File: config.mk
export PLATFORM = sky130hd
export DESIGN_NAME = flush_snoop_seq
export DESIGN_NICKNAME = d
export VERILOG_FILES = /design/src/rtl/fss_pkg.sv /design/src/rtl/fss_line_walker.sv /design/src/rtl/fss_pending_ctr.sv /design/src/rtl/flush_snoop_seq.sv
export SDC_FILE = /design/constraint.sdc
export NUM_CORES = 1
export LEC_CHECK = 0
export ABC_AREA = 1
export BUFFER_PORTS_ARGS = -buffer_cell sky130_fd_sc_hd__buf_2
export CORE_AREA = 2 2 80 120
export CTS_BUF_LIST = sky130_fd_sc_hd__clkbuf_4
export DETAILED_ROUTE_END_ITERATION = 10
export DIE_AREA = 0 0 82 122
export HOLD_SLACK_MARGIN = 0.06
export PLACE_DENSITY = 0.73
export SLEW_MARGIN = 10
export SYNTH_ARGS = -nofsm -noshare
export SYNTH_HDL_FRONTEND = slang
export SYNTH_HIERARCHICAL = 1
export SYNTH_SLANG_ARGS = --single-unit
File: constraint.sdc
create_clock -name clk -period 7 [get_ports clk]
set_clock_uncertainty 0.05 [all_clocks]
set_input_delay 0.7 -clock clk [delete_from_list [all_inputs] [get_ports clk]]
set_output_delay 0.7 -clock clk [all_outputs]
set_load 0.02 [all_outputs]
File: src/rtl/fss_pkg.sv
package fss_pkg;
  typedef enum logic {
    FS_IDLE   = 1'b0,
    FS_ACTIVE = 1'b1
  } fs_state_t;
endpackage

File: src/rtl/fss_line_walker.sv
// Holds the current line address, tag and remaining line count.
// Raises the request and steps on each accepted request.
module fss_line_walker #(
  parameter int LADDR_W = 26,
  parameter int TAG_W   = 8,
  parameter int CNT_W   = 11
) (
  input  logic               clk,
  input  logic               rst_n,
  input  logic               load,
  input  logic [LADDR_W-1:0] load_line,
  input  logic [CNT_W-1:0]   load_count,
  input  logic               step,
  output logic               req_valid,
  output logic [LADDR_W-1:0] line,
  output logic [TAG_W-1:0]   tag,
  output logic               last
);
  logic [CNT_W-1:0] remaining;

  assign last = (remaining == CNT_W'(1));

  always_ff @(posedge clk) begin
    if (!rst_n) begin
      req_valid <= 1'b0;
      line      <= '0;
      tag       <= '0;
      remaining <= '0;
    end else if (load) begin
      req_valid <= 1'b1;
      line      <= load_line;
      tag       <= '0;
      remaining <= load_count;
    end else if (step) begin
      if (last) begin
        req_valid <= 1'b0;
      end else begin
        line <= line + LADDR_W'(1);
        tag  <= tag + TAG_W'(1);
      end
      remaining <= remaining - CNT_W'(1);
    end
  end
endmodule

File: src/rtl/fss_pending_ctr.sv
// Counts requests raised but not yet answered.
module fss_pending_ctr #(
  parameter int PEND_W = 11
) (
  input  logic              clk,
  input  logic              rst_n,
  input  logic              start,
  input  logic              inc,
  input  logic              dec,
  output logic [PEND_W-1:0] count,
  output logic              empty
);
  assign empty = (count == '0);

  always_ff @(posedge clk) begin
    if (!rst_n) begin
      count <= '0;
    end else if (start) begin
      count <= PEND_W'(1);
    end else if (inc && !dec) begin
      count <= count + PEND_W'(1);
    end else if (dec && !inc) begin
      count <= count - PEND_W'(1);
    end
  end
endmodule

File: src/rtl/flush_snoop_seq.sv
module flush_snoop_seq #(
  parameter int ADDR_W     = 32,
  parameter int SIZE_W     = 16,
  parameter int LINE_BYTES = 64,
  parameter int TAG_W      = 8,
  localparam int LSB       = $clog2(LINE_BYTES),
  localparam int LADDR_W   = ADDR_W - LSB
) (
  input  logic               clk,
  input  logic               rst_n,
  input  logic               cmd_valid,
  output logic               cmd_ready,
  input  logic [ADDR_W-1:0]  cmd_addr,
  input  logic [SIZE_W-1:0]  cmd_size,
  output logic               busy,
  output logic               snp_req_valid,
  input  logic               snp_req_ready,
  output logic [LADDR_W-1:0] snp_req_line,
  output logic [TAG_W-1:0]   snp_req_tag,
  input  logic               snp_rsp_valid,
  output logic               snp_rsp_ready
);
  import fss_pkg::*;

  localparam int CNT_W = SIZE_W - LSB + 1;

  fs_state_t        state_q;
  logic             start;
  logic             fire;
  logic             last;
  logic             rsp_take;
  logic             pend_empty;
  logic [CNT_W-1:0] pend_cnt;
  logic [SIZE_W:0]  size_round;
  logic [CNT_W-1:0] line_count;

  // Round the byte length up to whole lines.
  assign size_round = {1'b0, cmd_size} + (SIZE_W+1)'(LINE_BYTES - 1);
  assign line_count = CNT_W'(size_round >> LSB);

  assign cmd_ready     = (state_q == FS_IDLE);
  assign busy          = (state_q == FS_ACTIVE);
  assign snp_rsp_ready = busy;
  assign start         = cmd_valid && cmd_ready && (cmd_size != '0);
  assign fire          = snp_req_valid && snp_req_ready;
  assign rsp_take      = snp_rsp_valid && snp_rsp_ready;

  always_ff @(posedge clk) begin
    if (!rst_n) begin
      state_q <= FS_IDLE;
    end else begin
      case (state_q)
        FS_IDLE:   if (start) state_q <= FS_ACTIVE;
        FS_ACTIVE: if (!snp_req_valid && pend_empty) state_q <= FS_IDLE;
        default:   state_q <= FS_IDLE;
      endcase
    end
  end

  fss_line_walker #(
    .LADDR_W (LADDR_W),
    .TAG_W   (TAG_W),
    .CNT_W   (CNT_W)
  ) u_walker (
    .clk        (clk),
    .rst_n      (rst_n),
    .load       (start),
    .load_line  (cmd_addr[ADDR_W-1:LSB]),
    .load_count (line_count),
    .step       (fire),
    .req_valid  (snp_req_valid),
    .line       (snp_req_line),
    .tag        (snp_req_tag),
    .last       (last)
  );

  fss_pending_ctr #(
    .PEND_W (CNT_W)
  ) u_pend (
    .clk   (clk),
    .rst_n (rst_n),
    .start (start),
    .inc   (fire && !last),
    .dec   (rsp_take),
    .count (pend_cnt),
    .empty (pend_empty)
  );
endmodule

* Word level (Yosys, flattened, before mapping)
Cells that the tools add are included.
** Storage, ports and cells
- Bits in registers :: 58
- Output and inout port bits :: 38
- Logic and storage cells :: 54
** Operators by class
- Add/subtract/negate cells :: 6
- Equal/unequal tests :: 2
- Mux-type cells :: 14
- Bitwise gates (word level) :: 3
- Reduce and logical (&&, ||, !) cells :: 22
** Operators with widths (number)
- $mux W26 :: 3
- $mux W11 :: 4
- $add A26 B1 Y26 const B :: 1
- $sub A11 B1 Y11 const B :: 2
- $add A16 B6 Y17 const B :: 1
- $reduce_bool A16 Y1 :: 1
- $add A11 B1 Y11 const B :: 1
- $eq A11 B1 Y1 const B :: 1
- $logic_not A11 Y1 :: 1
- $add A8 B1 Y8 const B :: 1
- $logic_and A1 B1 Y1 :: 8
- $mux W1 :: 6
- $reduce_and A2 Y1 :: 3
- $reduce_bool A2 Y1 :: 3
- $logic_not A1 Y1 :: 4
- $not A1 Y1 :: 3
- $reduce_bool A3 Y1 :: 1
- $ne A2 B2 Y1 const B :: 1
- $pmux W1 S2 :: 1
- $reduce_or A2 Y1 :: 1

* Longest topological paths before layout
Gate-level depths: netlist (run 1).
- Depth after elaboration :: 8
- Gate-level depth with buffers :: 20
- Depth with buffers taken out :: 20

* Modules after synthesis
Netlist (run 1), hierarchy kept.
** Modules (own cells, without submodules)
- fss_line_walker :: instances 1, cells an instance 456, area an instance 2971.6 µm², seq. area each 920.9 µm²
- fss_pending_ctr :: instances 1, cells an instance 171, area an instance 1041.0 µm², seq. area each 220.2 µm²
- flush_snoop_seq :: instances 1, cells an instance 81, area an instance 381.6 µm², seq. area each 20.0 µm²

* Least setup slack after synthesis (run 1)
OpenSTA, ideal clock, no wires.
- Kind :: flip-flop to flip-flop
- Start :: reg u_walker.remaining[1]
- End :: reg u_pend.count[8]
- Arrival :: 2308 ps
- Required time :: 6841 ps
- Slack :: 4533 ps
- Stages on the path, launching flop included :: 19
- Clock period less this slack :: 2467 ps
- Path through :: dfxtp_1 > inv_1 > ha_1 > inv_1 > nor3_1 > nand4_1 > inv_1 > nor2_1 > ha_1 > inv_1 > ha_1 > a21oi_1 > nor2_1 > nor2_2 > nand2_1 > nand2_1 > nand3_1 > nand2_1 > inv_1
** On the way
- Word-level cells in the longest chain between the ends :: 6
- Elaborated cells between the ends (all ways) :: 8
- Classes of those cells :: eq/ne (1); mux (1); reduce/logical (6)
** Ends and longest elaborated chain
- start, declared :: line fss_line_walker.sv:19 : logic [CNT_W-1:0] remaining;
- start signal, assigned :: line fss_line_walker.sv:33 : remaining <= load_count;
- start signal, assigned :: line fss_line_walker.sv:41 : remaining <= remaining - CNT_W'(1);
- $eq A11 B1 Y1 * :: line fss_line_walker.sv:21 : assign last = (remaining == CNT_W'(1));
- net last :: line flush_snoop_seq.sv:30 : logic last;
- $logic_not A1 Y1 * :: line flush_snoop_seq.sv:83 : .inc (fire && !last),
- $logic_and A1 B1 Y1 * :: line flush_snoop_seq.sv:83
- $logic_not A1 Y1 :: line fss_pending_ctr.sv:22 : end else if (dec && !inc) begin
- $logic_and A1 B1 Y1 :: line fss_pending_ctr.sv:22
- $reduce_bool A2 Y1 (no line)
- end signal, assigned :: line fss_pending_ctr.sv:21 : count <= count + PEND_W'(1);
- end signal, assigned :: line fss_pending_ctr.sv:23 : count <= count - PEND_W'(1);
- end, declared :: line fss_pending_ctr.sv:10 : output logic [PEND_W-1:0] count,
The timed path passes the listed nets; every way through them passes the cells marked *.
A chain may end at the register's enable or synchronous reset.

* Final worst setup path (run 1)
- Start :: reg u_walker.remaining[1]
- End :: reg u_pend.count[9]
Same word-level chain as after synthesis.

==> impl_metrics.ini, run 1 <==
[routing]
first_iter_violations = 289
drt_first_pass_iters = 6
dr_total_vias = 4788
ant_nets = 0
drt-total-wl_mm = 11.6
wl_per_cell_um = 12.8
via_per_inst = 5.28
drc = 0

[yosys]
async_reset_ff_share_pct = 0
ys.flop_type = dfxtp_1
synth_cells = 708
synth_edf_count = 0
yosys_register_bits = 58
synth_area_um2 = 4390
ys_types = 48
ys.warnings.count = 6
ys_seq_area_share_pct = 26.4
syn_area_per_cell_um2 = 6.21
synth_nets = 777

[power_and_ir_drop]
powerDensity_nw_per_um2 = 192
total_power_uw = 968
p_leak_uw = 0.00243
ir_worst_vdd_uv = 106

[cells_and_area]
diodes = 0
area_growth_pct = 14.5
nets = 859
final_util_pct = 55.7
drive_gt1_share_pct = 17.4
fillers = 920

[clock_tree]
postCtsHoldBufs = 0
clock_sinks = 58
htreeDepth = 3
cts-root-buf = clkbuf_4
clkLatencyLatePin_ns = 0.44
post-cts-setup-buffer-count = 0
cts-buffers-inserted = 9
clock_path_buffers = 2
cts_tree = yes
clk_pin_slew_ns = 0.12
ctsResizeCount = 0

[global_routing]
antenna_found_initial = 0
grt_max_degree = 27
grt_pass1_wl_mm = 18.9
grt_usage_pct = 24.3
grt_pass1_vias = 4280
overflow = 0

[critical_path]
ff2ff_path_depth = 18
crit_arrival_ns = 3.25
crit_end = u_pend/count[9]$_SDFFE_PP0P_
cp-start-kind = register
ff2ff_setup_slack_ns = 4.04
crit_chain = inv_1 -> ha_1 -> inv_1 -> nor3_1 -> nand4_1 -> inv_1 -> nor2_1 -> ha_1 -> inv_1 -> ha_1 -> a21oi_1 -> nand2_1 -> nand2_1 -> nand3_1 -> nand2_1 -> nand3_1 -> nand2_1 -> inv_1
worstSetupStartpoint = u_walker/remaining[1]$_SDFFE_PN0P_
worst-endpoint-required_ns = 7.29
crit_top_cell = inv_1
end_kind = register
path_max_fanout = 10
max_stage_delay_ns = 0.41
critPathKind = reg2reg
slowest_stage = ha_1
reg2reg_to = u_pend/count[9]$_SDFFE_PP0P_
rr_startpoint = u_walker/remaining[1]$_SDFFE_PN0P_

[die]
rows = 43
ios = 91
start_util_pct = 48.6
coreArea_um2 = 9040
die_area_um2 = 10000
die_x_um = 82
die_y_um = 122

[placed_design]
globalplace.congestion = 0.933
port_buffers = 84
dpl.hpwl_mm = 8.96

[timing]
worst_slew_pin_slew_ns = 0.871
hold_viol_final = 0
fin_crit_sh_pct = 42.3
min_period_ns = 2.96
holdWs_ns = 0.456
drv_slew = 0
fmax_mhz = 338
rsz0062_at_grt = false
setup_violations = 0
max-slew-margin-rel_pct = 41.5
fin_tns_setup_ns = 0

[flow_run]
maxCapViolations = 0

[worst_hold_path]
worstHoldPathType = reg2reg

[status]
status = finished clean
-- logic make-up after synthesis --
family	share of synthesized area (%)
fa+ha+maj	4.73
simple gates	41.6
flops	26.4
compound gates	12.2
buf+inv	10.5
xor+xnor	4.58
-- placed cells by master, fill, tap and decap left out, drive strengths merged, types with 4 or more instances in the layout --
cell type	n
nand4	12
buf	85
xnor2	8
clkbuf	9
nand3b	6
a31oi	12
ha	15
nand3	53
a21boi	6
inv	95
nor2	101
xor2	15
dfxtp	58
a22oi	5
o21ai	24
or2	4
clkinv	6
nand2	219
a21oi	34
nor3	9
-- through the flow --
step | worst slack (ns) | instances | instance area (µm²)
2_1_floorplan | 4.53 | 708 | 4390
3_5_place_dp | 3.68 | 891 | 4870
4_1_cts | 4.09 | 907 | 5030
3_3_place_gp | 3.77 | 891 | 4870
5_1_grt | 3.80 | 907 | 5030
6_report | 4.04 | 907 | 5030
-- synthesized netlist by cell type (6+ instances only) --
master | count | share of area [%]
nand2_1 | 212 | 18
clkbuf_1 | 6 | 0.51
xor2_1 | 15 | 3.0
nor2_2 | 9 | 1.3
nand4_1 | 11 | 1.6
ha_1 | 15 | 4.3
dfxtp_1 | 58 | 26
a21oi_1 | 34 | 3.9
a31oi_1 | 12 | 1.7
inv_1 | 90 | 7.7
nand3_1 | 46 | 5.2
nor2_1 | 91 | 7.8
xnor2_1 | 8 | 1.6
o21ai_0 | 21 | 2.4
nand3b_1 | 6 | 1.0
-- worst min path at each step --
stage	from	end	slack [ns]	depth (start not counted)
2_1_floorplan	u_walker/remaining[6]$_SDFFE_PN0P_	u_walker/remaining[6]$_SDFFE_PN0P_	0.42	2
3_3_place_gp	u_walker/tag[3]$_SDFFE_PP0P_	u_walker/tag[3]$_SDFFE_PP0P_	0.43	2
3_5_place_dp	u_walker/remaining[6]$_SDFFE_PN0P_	u_walker/remaining[6]$_SDFFE_PN0P_	0.44	2
4_1_cts	u_walker/remaining[6]$_SDFFE_PN0P_	u_walker/remaining[6]$_SDFFE_PN0P_	0.46	2
5_1_grt	cmd_addr[15]	u_walker/line[9]$_SDFFE_PN0P_	0.46	3
6_report	u_walker/tag[7]$_SDFFE_PP0P_	u_walker/tag[7]$_SDFFE_PP0P_	0.46	2
-- power by group --
group | switching, µW | leakage (µW) | internal, µW
Combinational | 194 | 0.00187 | 109
Clock | 136 | 0.0000819 | 144
Sequential | 30.3 | 0.000476 | 355
Total | 360 | 0.00243 | 607
-- critical path: cells and delay by family, from the launching register on --
family / cells / cell delay [ns]
fa+ha+maj: 3 / 0.89
simple gates: 9 / 0.79
buf+inv: 5 / 0.50
flops: 1 / 0.34
compound gates: 1 / 0.31
-- sequential cells by signal, summed over array words and instances, names as in the netlist --
signal              count
busy                    1
u_pend/count           11
u_walker/line          26
u_walker/remaining     11
u_walker/req_valid      1
u_walker/tag            8
-- final cells by class --
class | count | area (µm²) | area share (%)
Tap cell | 112 | 140 | 2.78
Timing Repair Buffer | 85 | 428 | 8.50
Clock buffer | 9 | 67.6 | 1.34
Clock inverter | 7 | 93.8 | 1.86
Inverter | 98 | 369 | 7.33
Sequential cell | 58 | 1160 | 23.1
Multi-Input combinational cell | 538 | 2770 | 55.1
-- routing by layer --
metal | wire length [µm] | vias up | global-route usage [%]
li1 | - | 2432 | -
met4 | 306 | 0 | 10.7
met5 | 0 | - | 0
met3 | 693 | 24 | 5.56
met2 | 5910 | 173 | 42.4
met1 | 4740 | 2159 | 27.7
Note: power is estimated with default switching activity, not from simulation.
==> inputs of run 2 (changes only) <==
- PLACE_DENSITY: 0.73 -> 0.75
- clock period: 7 -> 2.49 ns (I/O delays scaled with it)
==> run 2 against run 1 <==
Against the previous run: flip-flop and latch count unchanged; die area unchanged; cell area grew 11%; maximum frequency increased by 24%; clock power increased to 2.7 times the previous value; combinational power grew to 3.6 times the previous value; count of clock-buffer cells in the layout unchanged; setup slack lost 3.9 ns; non-clock buffer count grew 45; critical path type unchanged; critical endpoint is now u_pend/count[8]$_SDFFE_PP0P_; largest power group unchanged.
==> impl_metrics.ini, run 2 (synthesized netlist as in run 1, its figures left out) <==
[status]
status = finished clean

[die]
die_y_um = 122
rows = 43
die_area_um2 = 10000
die_x_um = 82
coreArea_um2 = 9040
start_util_pct = 48.6
ios = 91

[power_and_ir_drop]
combPwrFrac_pct = 36.9
powerDensity_nw_per_um2 = 524
power_switching_share_pct = 37.2
p_leak_uw = 0.00266
p_int_uw = 1840
total_power_uw = 2930
switchingPower_uw = 1090
clock_power_share_pct = 26.1
ir_worst_vdd_uv = 315
p_seq_share_pct = 37.0

[cells_and_area]
fillers = 845
final_util_pct = 61.8
drive_gt1_share_pct = 24.6
biggestRegsByFlops = u_walker/line: 26 flops, u_pend/count: 11 flops, u_walker/remaining: 11 flops
diodes = 0
area_growth_pct = 27.1
mostFrequentLayoutCells = nand2_1 (207), nor2_1 (87), inv_1 (86)
stdcell_count = 952
top_register = u_walker/line
layout_commonest_cell = nand2_1
nets = 904
largest_register_ffs = 26

[routing]
first_iter_violations = 255
drt-total-wl_mm = 12.7
ant_nets = 0
drt_first_pass_iters = 5
drc = 0
wl_per_cell_um = 13.4
via_per_inst = 5.25
dr_total_vias = 4994

[worst_hold_path]
hold_end = u_walker/line[15]$_SDFFE_PN0P_
holdPathStages = 5
worstHoldPathType = in2reg
min_from = cmd_addr[21]

[clock_tree]
clock_path_buffers = 2
clk_pin_slew_ns = 0.10
clkLatencyLatePin_ns = 0.42
cts_tree = yes
clock_sinks = 58
htreeDepth = 3
cts-root-buf = clkbuf_4
cts-buffers-inserted = 9

[critical_path]
end_kind = register
crit_family = simple AND/OR/NAND/NOR gates
path_max_fanout = 6
ff2ff_setup_slack_ns = 0.11
cp_num_buf_inv = 6
worst-endpoint-required_ns = 2.77
cp-start-kind = register
max_stage_delay_ns = 0.34
critPathKind = reg2reg
ff2ff_path_depth = 18
crit_chain = inv_2 -> ha_4 -> inv_2 -> nor3_1 -> nand4_1 -> inv_1 -> nor2_2 -> ha_2 -> clkinv_4 -> buf_4 -> ha_4 -> nand2_2 -> nor2_1 -> nand3_2 -> nand3_1 -> nand3_1 -> nand2_1 -> inv_1
slowest_stage = dfxtp_2
rr_startpoint = u_walker/remaining[1]$_SDFFE_PN0P_
reg2reg_to = u_pend/count[8]$_SDFFE_PP0P_
crit_arrival_ns = 2.66

[timing]
worst_slew_pin_slew_ns = 0.425
max-slew-margin-rel_pct = 71.6
fin_tns_setup_ns = 0
setup_violations = 0
holdWs_ns = 0.0784
min_period_ns = 2.38
rsz0062_at_grt = true
fin_crit_sh_pct = 95.7
hold_viol_final = 0
drv_slew = 0
fmax_mhz = 419

[global_routing]
grt_max_degree = 29
overflow = 0
grt_usage_pct = 26.0
grt_pass1_wl_mm = 20.4
antenna_found_initial = 0
grt_pass1_vias = 4646

[placed_design]
globalplace.congestion = 0.897
dpl.hpwl_mm = 9.49
placed_cells = 922
port_buffers = 84

[flow_run]
maxCapViolations = 0
-- run 2: stage by stage --
stage | instance area, µm² | worst slack (ns)
2_1_floorplan | 4390 | 0.0227
3_3_place_gp | 5120 | -0.0895
3_5_place_dp | 5120 | -0.152
4_1_cts | 5410 | 0.00185
5_1_grt | 5590 | -0.0560
6_report | 5590 | 0.106
-- run 2: final cells by class --
class	count	area, µm²	share of cell area [%]
sequential	58	1160	20.8
inverter	98	374	6.70
multi-input combinational	538	2950	52.8
clock inverter	7	83.8	1.50
clock buffer	9	67.6	1.21
tap	112	140	2.51
timing repair buffer	130	807	14.4
-- run 2: power by group through the flow --
stage,clock [µW],sequential (µW),combinational (µW)
global placement,0,1090,925
detailed placement,0,1100,946
global route,823,1090,1200
CTS,780,1080,983
floorplan,0,1130,597
finish,763,1080,1080
-- run 2: worst min-delay path, cell delays in order --
cell     delay [ns]
buf_2          0.07
nand2_1        0.05
nand3_1        0.07
nand2_1        0.04
inv_1          0.04
-- run 2: what timing repair did --
action / in CTS / in global routing
setup endpoints to repair: 9 / 9
resized for setup: 10 / 32
pin swaps: 0 / 10
setup buffers: 0 / 4
hold buffers: 10 / 0
endpoints found under the hold margin: 10 / 0
-- run 2: metal layers --
metal	global-route usage, %	vias to the layer above	share of wire (%)
li1	-	2517	-
met1	30.8	2263	40
met2	45.9	185	52
met3	3.48	29	5.5
met4	10.6	0	2.6
met5	0	-	0
-- run 2: worst max-delay path by stage --
stage / startpoint / endpoint / depth (start not counted) / slack (ns)
global placement: u_walker/remaining[1]$_SDFFE_PN0P_ / u_pend/count[9]$_SDFFE_PP0P_ / 19 / -0.09
global route: u_walker/remaining[1]$_SDFFE_PN0P_ / u_pend/count[10]$_SDFFE_PP0P_ / 21 / -0.06
finish: u_walker/remaining[1]$_SDFFE_PN0P_ / u_pend/count[8]$_SDFFE_PP0P_ / 18 / 0.11
floorplan: u_walker/remaining[1]$_SDFFE_PN0P_ / u_pend/count[8]$_SDFFE_PP0P_ / 18 / 0.02
detailed placement: u_walker/remaining[1]$_SDFFE_PN0P_ / u_pend/count[10]$_SDFFE_PP0P_ / 18 / -0.15
CTS: u_walker/remaining[1]$_SDFFE_PN0P_ / u_pend/count[6]$_SDFFE_PP0P_ / 18 / 0.002
